<file path="config.mk">
export PLATFORM = sky130hd
export DESIGN_NAME = serclk_gen
export DESIGN_NICKNAME = d
export VERILOG_FILES = /design/src/rtl/sclk_div_pkg.sv /design/src/rtl/sclk_src_stage.sv /design/src/rtl/sclk_phase_ctr.sv /design/src/rtl/serclk_gen.sv
export SDC_FILE = /design/constraint.sdc
export NUM_CORES = 1
export LEC_CHECK = 0
export BUFFER_PORTS_ARGS = -buffer_cell sky130_fd_sc_hd__clkbuf_2
export CAP_MARGIN = 0
export CORE_MARGIN = 2
export CORE_UTILIZATION = 50
export CTS_BUF_LIST = sky130_fd_sc_hd__clkbuf_8 sky130_fd_sc_hd__clkbuf_16
export DETAILED_ROUTE_END_ITERATION = 10
export PLACE_DENSITY = 0.7
export SLEW_MARGIN = 20
export SYNTH_ARGS = -nofsm -noshare
export SYNTH_HDL_FRONTEND = slang
export SYNTH_SLANG_ARGS = --single-unit
export TNS_END_PERCENT = 10
</file>
<file path="constraint.sdc">
create_clock -name clk_i -period 6.7 [get_ports clk_i]
set_clock_uncertainty 0.1 [all_clocks]
set_input_delay 0.335 -clock clk_i [delete_from_list [all_inputs] [get_ports clk_i]]
set_output_delay 0.335 -clock clk_i [all_outputs]
set_load 0.01 [all_outputs]
</file>
<file path="src/rtl/sclk_div_pkg.sv">
package sclk_div_pkg;
  localparam int unsigned DIV_W = 8;

  // high phase in input periods: floor(N/2)+1 covers both parities
  function automatic logic [DIV_W-1:0] hi_len(input logic [DIV_W-1:0] n);
    return (n >> 1) + DIV_W'(1);
  endfunction
endpackage

</file>
<file path="src/rtl/sclk_src_stage.sv">
module sclk_src_stage #(
  parameter int unsigned PRESCALE = 4,
  parameter int unsigned SYNC_N   = 2
) (
  input  logic clk_i,
  input  logic rst_ni,
  input  logic sel_i,
  input  logic ext_clk_i,
  output logic lvl_o,
  output logic rise_o
);
  localparam int unsigned PRE_W = (PRESCALE > 2) ? $clog2(PRESCALE) : 1;
  localparam logic [PRE_W-1:0] PRE_MAX  = PRE_W'(PRESCALE - 1);
  localparam logic [PRE_W-1:0] PRE_HALF = PRE_W'(PRESCALE / 2);

  logic [PRE_W-1:0]  pre_q;
  logic [SYNC_N-1:0] sync_q;
  logic              lvl, lvl_d_q;

  always_ff @(posedge clk_i or negedge rst_ni) begin
    if (!rst_ni)              pre_q <= '0;
    else if (pre_q == PRE_MAX) pre_q <= '0;
    else                      pre_q <= pre_q + PRE_W'(1);
  end

  generate
    if (SYNC_N > 1) begin : g_sync_chain
      always_ff @(posedge clk_i or negedge rst_ni) begin
        if (!rst_ni) sync_q <= '0;
        else         sync_q <= {sync_q[SYNC_N-2:0], ext_clk_i};
      end
    end else begin : g_sync_single
      always_ff @(posedge clk_i or negedge rst_ni) begin
        if (!rst_ni) sync_q <= '0;
        else         sync_q <= ext_clk_i;
      end
    end
  endgenerate

  assign lvl = sel_i ? (pre_q >= PRE_HALF) : sync_q[SYNC_N-1];

  always_ff @(posedge clk_i or negedge rst_ni) begin
    if (!rst_ni) lvl_d_q <= 1'b0;
    else         lvl_d_q <= lvl;
  end

  assign lvl_o  = lvl;
  assign rise_o = lvl & ~lvl_d_q;

  // internal source never yields back-to-back input edges
  a_r6_int_edge_gap: assert property (@(posedge clk_i) disable iff (!rst_ni)
    (sel_i && $past(sel_i) && rise_o) |=> !rise_o);
endmodule

</file>
<file path="src/rtl/sclk_phase_ctr.sv">
module sclk_phase_ctr
  import sclk_div_pkg::*;
(
  input  logic             clk_i,
  input  logic             rst_ni,
  input  logic             lvl_i,
  input  logic             rise_i,
  input  logic [DIV_W-1:0] div_i,
  output logic             clk_o,
  output logic             rise_o,
  output logic             fall_o
);
  logic [DIV_W-1:0] div_q, div_n;
  logic [DIV_W-1:0] cnt_q, cnt_n;
  logic             out_q, out_n;
  logic             rise_q, fall_q;

  always_comb begin
    div_n = div_q;
    cnt_n = cnt_q;
    out_n = out_q;
    if (rise_i) begin
      if (div_q == '0 || cnt_q == div_q) begin
        // period boundary: safe point to take a new divide value
        div_n = div_i;
        cnt_n = '0;
        out_n = 1'b1;
      end else begin
        cnt_n = cnt_q + DIV_W'(1);
        out_n = (cnt_n < hi_len(div_q));
      end
    end
    if (div_q == '0) out_n = lvl_i;
  end

  always_ff @(posedge clk_i or negedge rst_ni) begin
    if (!rst_ni) begin
      div_q  <= '0;
      cnt_q  <= '0;
      out_q  <= 1'b0;
      rise_q <= 1'b0;
      fall_q <= 1'b0;
    end else begin
      div_q  <= div_n;
      cnt_q  <= cnt_n;
      out_q  <= out_n;
      rise_q <= out_n & ~out_q;
      fall_q <= ~out_n & out_q;
    end
  end

  assign clk_o  = out_q;
  assign rise_o = rise_q;
  assign fall_o = fall_q;

  // divide value only moves on an input edge
  a_r7_div_on_edge: assert property (@(posedge clk_i) disable iff (!rst_ni)
    !$stable(div_q) |-> $past(rise_i));
  // counter never runs past the period length
  a_r2_cnt_bound: assert property (@(posedge clk_i) disable iff (!rst_ni)
    (div_q != '0) |-> (cnt_q <= div_q));
  // in divide mode the output only toggles on an input edge
  a_r3_toggle_on_edge: assert property (@(posedge clk_i) disable iff (!rst_ni)
    ($past(div_q) != '0 && clk_o != $past(clk_o)) |-> $past(rise_i));
  // strobes exclusive
  a_r8_strobe_excl: assert property (@(posedge clk_i) disable iff (!rst_ni)
    $onehot0({rise_o, fall_o}));
endmodule

</file>
<file path="src/rtl/serclk_gen.sv">
module serclk_gen
  import sclk_div_pkg::*;
#(
  parameter int unsigned PRESCALE = 4,
  parameter int unsigned SYNC_N   = 2
) (
  input  logic             clk_i,
  input  logic             rst_ni,
  input  logic             src_sel_i,
  input  logic             ext_clk_i,
  input  logic [DIV_W-1:0] div_i,
  output logic             clk_o,
  output logic             rise_o,
  output logic             fall_o
);
  logic in_lvl, in_rise;

  sclk_src_stage #(.PRESCALE(PRESCALE), .SYNC_N(SYNC_N)) u_src (
    .clk_i    (clk_i),
    .rst_ni   (rst_ni),
    .sel_i    (src_sel_i),
    .ext_clk_i(ext_clk_i),
    .lvl_o    (in_lvl),
    .rise_o   (in_rise)
  );

  sclk_phase_ctr u_ctr (
    .clk_i (clk_i),
    .rst_ni(rst_ni),
    .lvl_i (in_lvl),
    .rise_i(in_rise),
    .div_i (div_i),
    .clk_o (clk_o),
    .rise_o(rise_o),
    .fall_o(fall_o)
  );

  // outputs quiet on the first cycle out of reset
  a_r1_reset_quiet: assert property (@(posedge clk_i)
    $rose(rst_ni) |-> (!clk_o && !rise_o && !fall_o));
endmodule

</file>
# Word-level counts from Yosys, hierarchy flattened
# Cells that the tools add are included.
[op_classes]
order_cmp = 2
addsub = 3
multipliers = 0
mux = 6
n_bitwise = 6
reduce_logical = 3
div_mod_pow = 0
shifts = 0
eq_ne = 2
[op_table]
columns = ["operator", "n"]
rows = [
  ["7-bit by 1-bit adder with 8-bit output, second input constant", 1],
  ["8-bit by 1-bit adder with 8-bit output, second input constant", 1],
  ["8-bit equality test", 1],
  ["8-bit zero test", 1],
  ["8-bit less-than comparator", 1],
  ["8-bit two-way mux", 1],
  ["1-bit two-way mux", 4],
  ["1-bit AND", 3],
  ["1-bit inverter", 3],
  ["2-bit by 1-bit adder with 2-bit output, second input constant", 1],
  ["2-bit equality test, second input constant", 1],
  ["2-bit greater-or-equal comparator, second input constant", 1],
  ["2-bit two-way mux", 1],
  ["2-bit AND reduction", 1],
  ["1-bit logical OR", 1],
]
[word_totals]
mem_bits_ro = 0
out_inout_bits = 3
word_cells = 30
latch_bits = 0
mem_count = 0
ff_bits = 24
mem_bits_rw = 0
inputBits = 12

# Longest topological paths before layout
[depth]
depth_word = 7
depth_mapped = 11

# Cells and area by module
# A second synthesis with hierarchy kept.
[unflattened]
hier_cells = 152
hier_area_um2 = 1501.4
[modules_own_cells]
columns = ["mod", "cells_each", "n_inst", "area_per_inst_um2"]
rows = [
  ["sclk_phase_ctr", 143, 1, 1331.3],
  ["sclk_src_stage", 9, 1, 170.2],
]

# Least setup slack after synthesis
# No wires, ideal clock.
[synth_path]
path_type = "flip-flop to flip-flop"
startpoint = "register u_ctr.cnt_q[2]"
endpoint = "register u_ctr.fall_q (netlist: u_ctr.fall_o)"
stages_incl_launch_ff = 12
slack_ps = 4289
path_buffers = 1
synth_period_minus_slack_ps = 2411
t_arrival_ps = 2227
setup_time_ps = 84
path_cell_list = "dfrtp_1 > buf_2 > and3_1 > and3_4 > and3_1 > xnor2_1 > inv_1 > ha_1 > o2111ai_1 > o21ai_0 > or3b_1 > a21boi_0"
[synth_via]
elab_chain_len = 7
elab_cells_between_ends = 9
[synth_rtl]
columns = ["element", "line_no", "source"]
rows = [
  ["start: declaration", "sclk_phase_ctr.sv:14", "logic [DIV_W-1:0] cnt_q, cnt_n;"],
  ["start signal: assignment", "sclk_phase_ctr.sv:45", "cnt_q <= cnt_n;"],
  ["8-bit by 1-bit adder with 8-bit output / 8-bit equality test (equally long branches)", "sclk_phase_ctr.sv:29, sclk_phase_ctr.sv:23", ""],
  ["8-bit less-than comparator / 1-bit logical OR (equally long branches)", "sclk_phase_ctr.sv:30, sclk_phase_ctr.sv:23", ""],
  ["1-bit two-way mux *", "sclk_phase_ctr.sv:23", "if (div_q == '0 || cnt_q == div_q) begin"],
  ["1-bit two-way mux *", "sclk_phase_ctr.sv:22", "if (rise_i) begin"],
  ["1-bit two-way mux *", "sclk_phase_ctr.sv:33", "if (div_q == '0) out_n = lvl_i;"],
  ["1-bit inverter *", "sclk_phase_ctr.sv:48", "fall_q <= ~out_n & out_q;"],
  ["1-bit AND *", "sclk_phase_ctr.sv:48", ""],
  ["end signal: assignment", "sclk_phase_ctr.sv:48", ""],
  ["end: declaration", "sclk_phase_ctr.sv:16", "logic rise_q, fall_q;"],
]
# Mark *: on every way between the ends. The rest lies on a longest branch, timed or not.
# A chain may end at the register's enable or synchronous reset.

# Final worst setup path
# Ends and elaborated chain as after synthesis.

==> results.md <==
- Post-DP HPWL: slightly below 2 mm
- Area leader, netlist: dfrtp_1
- Routed len/inst: 14.5 µm
- Largest net degree at the start of global routing: 25
- Register area: 601 µm²
- Placer congestion estimate: 0.907
- Vias per cell: approximately 5.6
- Post-synthesis compound-gate area fraction: 0.103
- Most used cell along the critical path: and3_1
- Final hold vios: 0
- Initial Util: 0.530
- Core area: 0.00278 mm²
- Placed Cells: 177
- Mapped Nets: about 160
- Pre-CTS setup slack: between 4 and 5 ns
- Top_reg_cell synth: dfrtp_1
- Largest family of logic cells by synthesized area: simple AND/OR/NAND/NOR gates
- Worst EP arrival: 2.63 ns
- Sink Count: 24
- Iteration-0 DRC Markers: 32
- Number of inserted diodes: 0
- Post-synth top area share: 0.407
- Clock Path Buffers: 2
- Critical path class: reg2reg
- Status: finished, final reports clean
- Multi-input logic area: 815 µm²
- Crit-path cells: and3_1, and3_4, and3_1, xnor2_1, inv_1, ha_1, o2111ai_1, o21ai_0, or3b_1, a21boi_0
- Vias in the first global route: roughly 1.0k
- Gate Count Post-Synth: 138
- Share of post-route cells with drive strength above 1: 0.205
- Peak VDD IR: 0.371 mV
- Achievable clock frequency: a little under 400 MHz
- Power consumption: 0.662 mW
- CP endpoint kind: flip-flop
- Final std cells w/o fill: 182
- PD cells: 412 mW/mm²
- Total Wirelength: around 2.6 mm
- Setup_tns: 0 ns
- Row cnt: 19
- Startpoint Class: flip-flop
- Fill cells: about 240
- Post-synth EDFFs: 0
- Placement-stage cell area: 0.00154 mm²
- Number of port buffers: 14
- Grt peak-use layer: met2
- NumNets Final: 175
- Number of max-cap violations: 0
- Met2 GRT Util: 0.305
- Worst Path Required: 6.79 ns
- Post-Synth Simple-Gate Area: 0.162
- Post-route DRC violation count: 0
- M3 GR Usage: 0.0352
- Die height: 58.3 µm
- CTS clock-pin slew for the worst setup and hold paths: 0.09 ns
- Netlist cell types: 36
- Gr usage total: 0.191
- Slowest stage delay, CP: 0.47 ns
- Dominant cells by area after synthesis: dfrtp_1, ha_1, xnor2_1, mux2_4, nand2_1
- Synthesis-to-finish area growth: 8.99%
- Sequential fraction of the synthesis area: 0.407
- Grt met1 use: 0.255
- Fin crit share: 0.379
- Rel. slew slack: 0.429
- CTS H-tree depth: 1
- Post-Synth XOR/XNOR Area: 0.113
- Grt total ovfl: 0
- Synth warn: 0
- Cell with the most instances after synthesis: dfrtp_1
- Unrepaired setup endpoints after global routing: false
- Die Area: 0.00340 mm²
- Flops & latches, synth: 24
- Final instance area: 0.00161 mm²
- FFs w/ async S/R, synth: 1.00
- Post-synthesis mux area share: 0.0814
- Initial antenna violation count: 0
- CTS buffer count: 3
- Crit path max fanout: 7
- # setup viols final: 0
- Min-Delay Path Class: in2reg
- Ports: 15
- Post-synthesis cell area: 0.00148 mm²
- Worst-Skew Late Latency: 0.27 ns
- Post-DRT Antenna Nets: 0
- Via count: 1019
- Post-layout min period: roughly 2.5 ns
- Final Max Slew Viols: 0
- CP max-delay cell: dfrtp_1
- CTS tree: built
- Worst Tran Pin Value: 0.855 ns
- Avg Cell Area, Syn: 10.7 µm²
- PnR worst setup slack: 4.16 ns
- CTS root buf: clkbuf_8
- Adder-cell share of the synthesized area: 0.0933
- Leak: 0.740 nW
- First-pass GRT wire length: roughly 4.8 mm
- Die Span X: 58.3 µm
- Pre-Repair DR Iteration Count: 4
- Commonest cells post-synth: dfrtp_1, xnor2_1, nand2_1
-- path summary, 6_finish.rpt --
check,to,slack [ns],from,cells after the start
hold / removal,u_src.sync_q[0],0.07,ext_clk_i,1
min in group asynchronous,u_ctr.cnt_q[5],0.49,rst_ni,2
setup reg to reg,u_ctr.fall_o,4.16,u_ctr.cnt_q[2],10
max in group asynchronous,u_ctr.div_q[6],5.62,rst_ni,2
setup / recovery,u_ctr.fall_o,4.16,u_ctr.cnt_q[2],10
hold reg to reg,u_src.sync_q[1],0.25,u_src.sync_q[0],0
-- per-stage QoR --
| stage | hold slack [ns] | utilization |
|---|---|---|
| global route | 0.0556 | 0.578 |
| global placement | 0.236 | 0.555 |
| CTS | 0.0634 | 0.578 |
| detailed placement | 0.239 | 0.555 |
| floorplan | -0.0606 | - |
| finish | 0.0690 | 0.578 |
-- what timing repair did --
item,in CTS,in global routing
endpoints found under the hold margin,24,0
gates resized for setup,0,0
setup buffers,0,0
hold buffers,1,0
-- cell usage in the layout, fill, tap and decap left out, drive strengths merged, types with 5 or more instances in the layout --
cell type and instances:
ha 11, xnor2 14, o21ai 10, dfrtp 24, clkbuf 18, nand3 6, xor2 5, mux2 8
nand2 14, inv 5
-- where the power goes --
part	switching, mW	internal (mW)
Sequential	0.0791	0.191
Clock	0.0469	0.0526
Combinational	0.132	0.160
-- per-layer routing --
layer	routed length, µm	vias to the layer above
met5	0	-
met2	1280	28
met3	106	7
met4	67	0
met1	1190	476
li1	-	508
-- critical path, delay by kind of cell (launching register included) --
kind	cells	cell delay [ns]
AO/OA/AOI/OAI	3	0.44
buffers and inverters	1	0.06
XOR/XNOR	1	0.16
AND/OR/NAND/NOR	4	0.92
adder cells (fa/ha/maj)	1	0.29
flip-flops	1	0.47
-- flip-flops by register name, indices dropped and copies added (netlist names) --
register and cells:
u_ctr.cnt_q 8, u_ctr.div_q 8, u_src.pre_q 2, u_src.sync_q 2, u_ctr.clk_o 1, u_ctr.fall_o 1
u_ctr.rise_o 1, u_src.lvl_d_q 1
-- final cells by class --
class                   count  area share
clock buffers               4      0.0342
inverters                   5      0.0117
multi-input cells         103       0.507
flip-flops and latches     24       0.374
well taps                  31      0.0241
repair buffers             15      0.0498
-- logic make-up after synthesis --
group,after synthesis
AO/OA/AOI/OAI,23
XOR/XNOR,19
adder cells (fa/ha/maj),11
buffers and inverters,11
flip-flops,24
multiplexers,8
AND/OR/NAND/NOR,42
(Power assumes the default switching activity.)
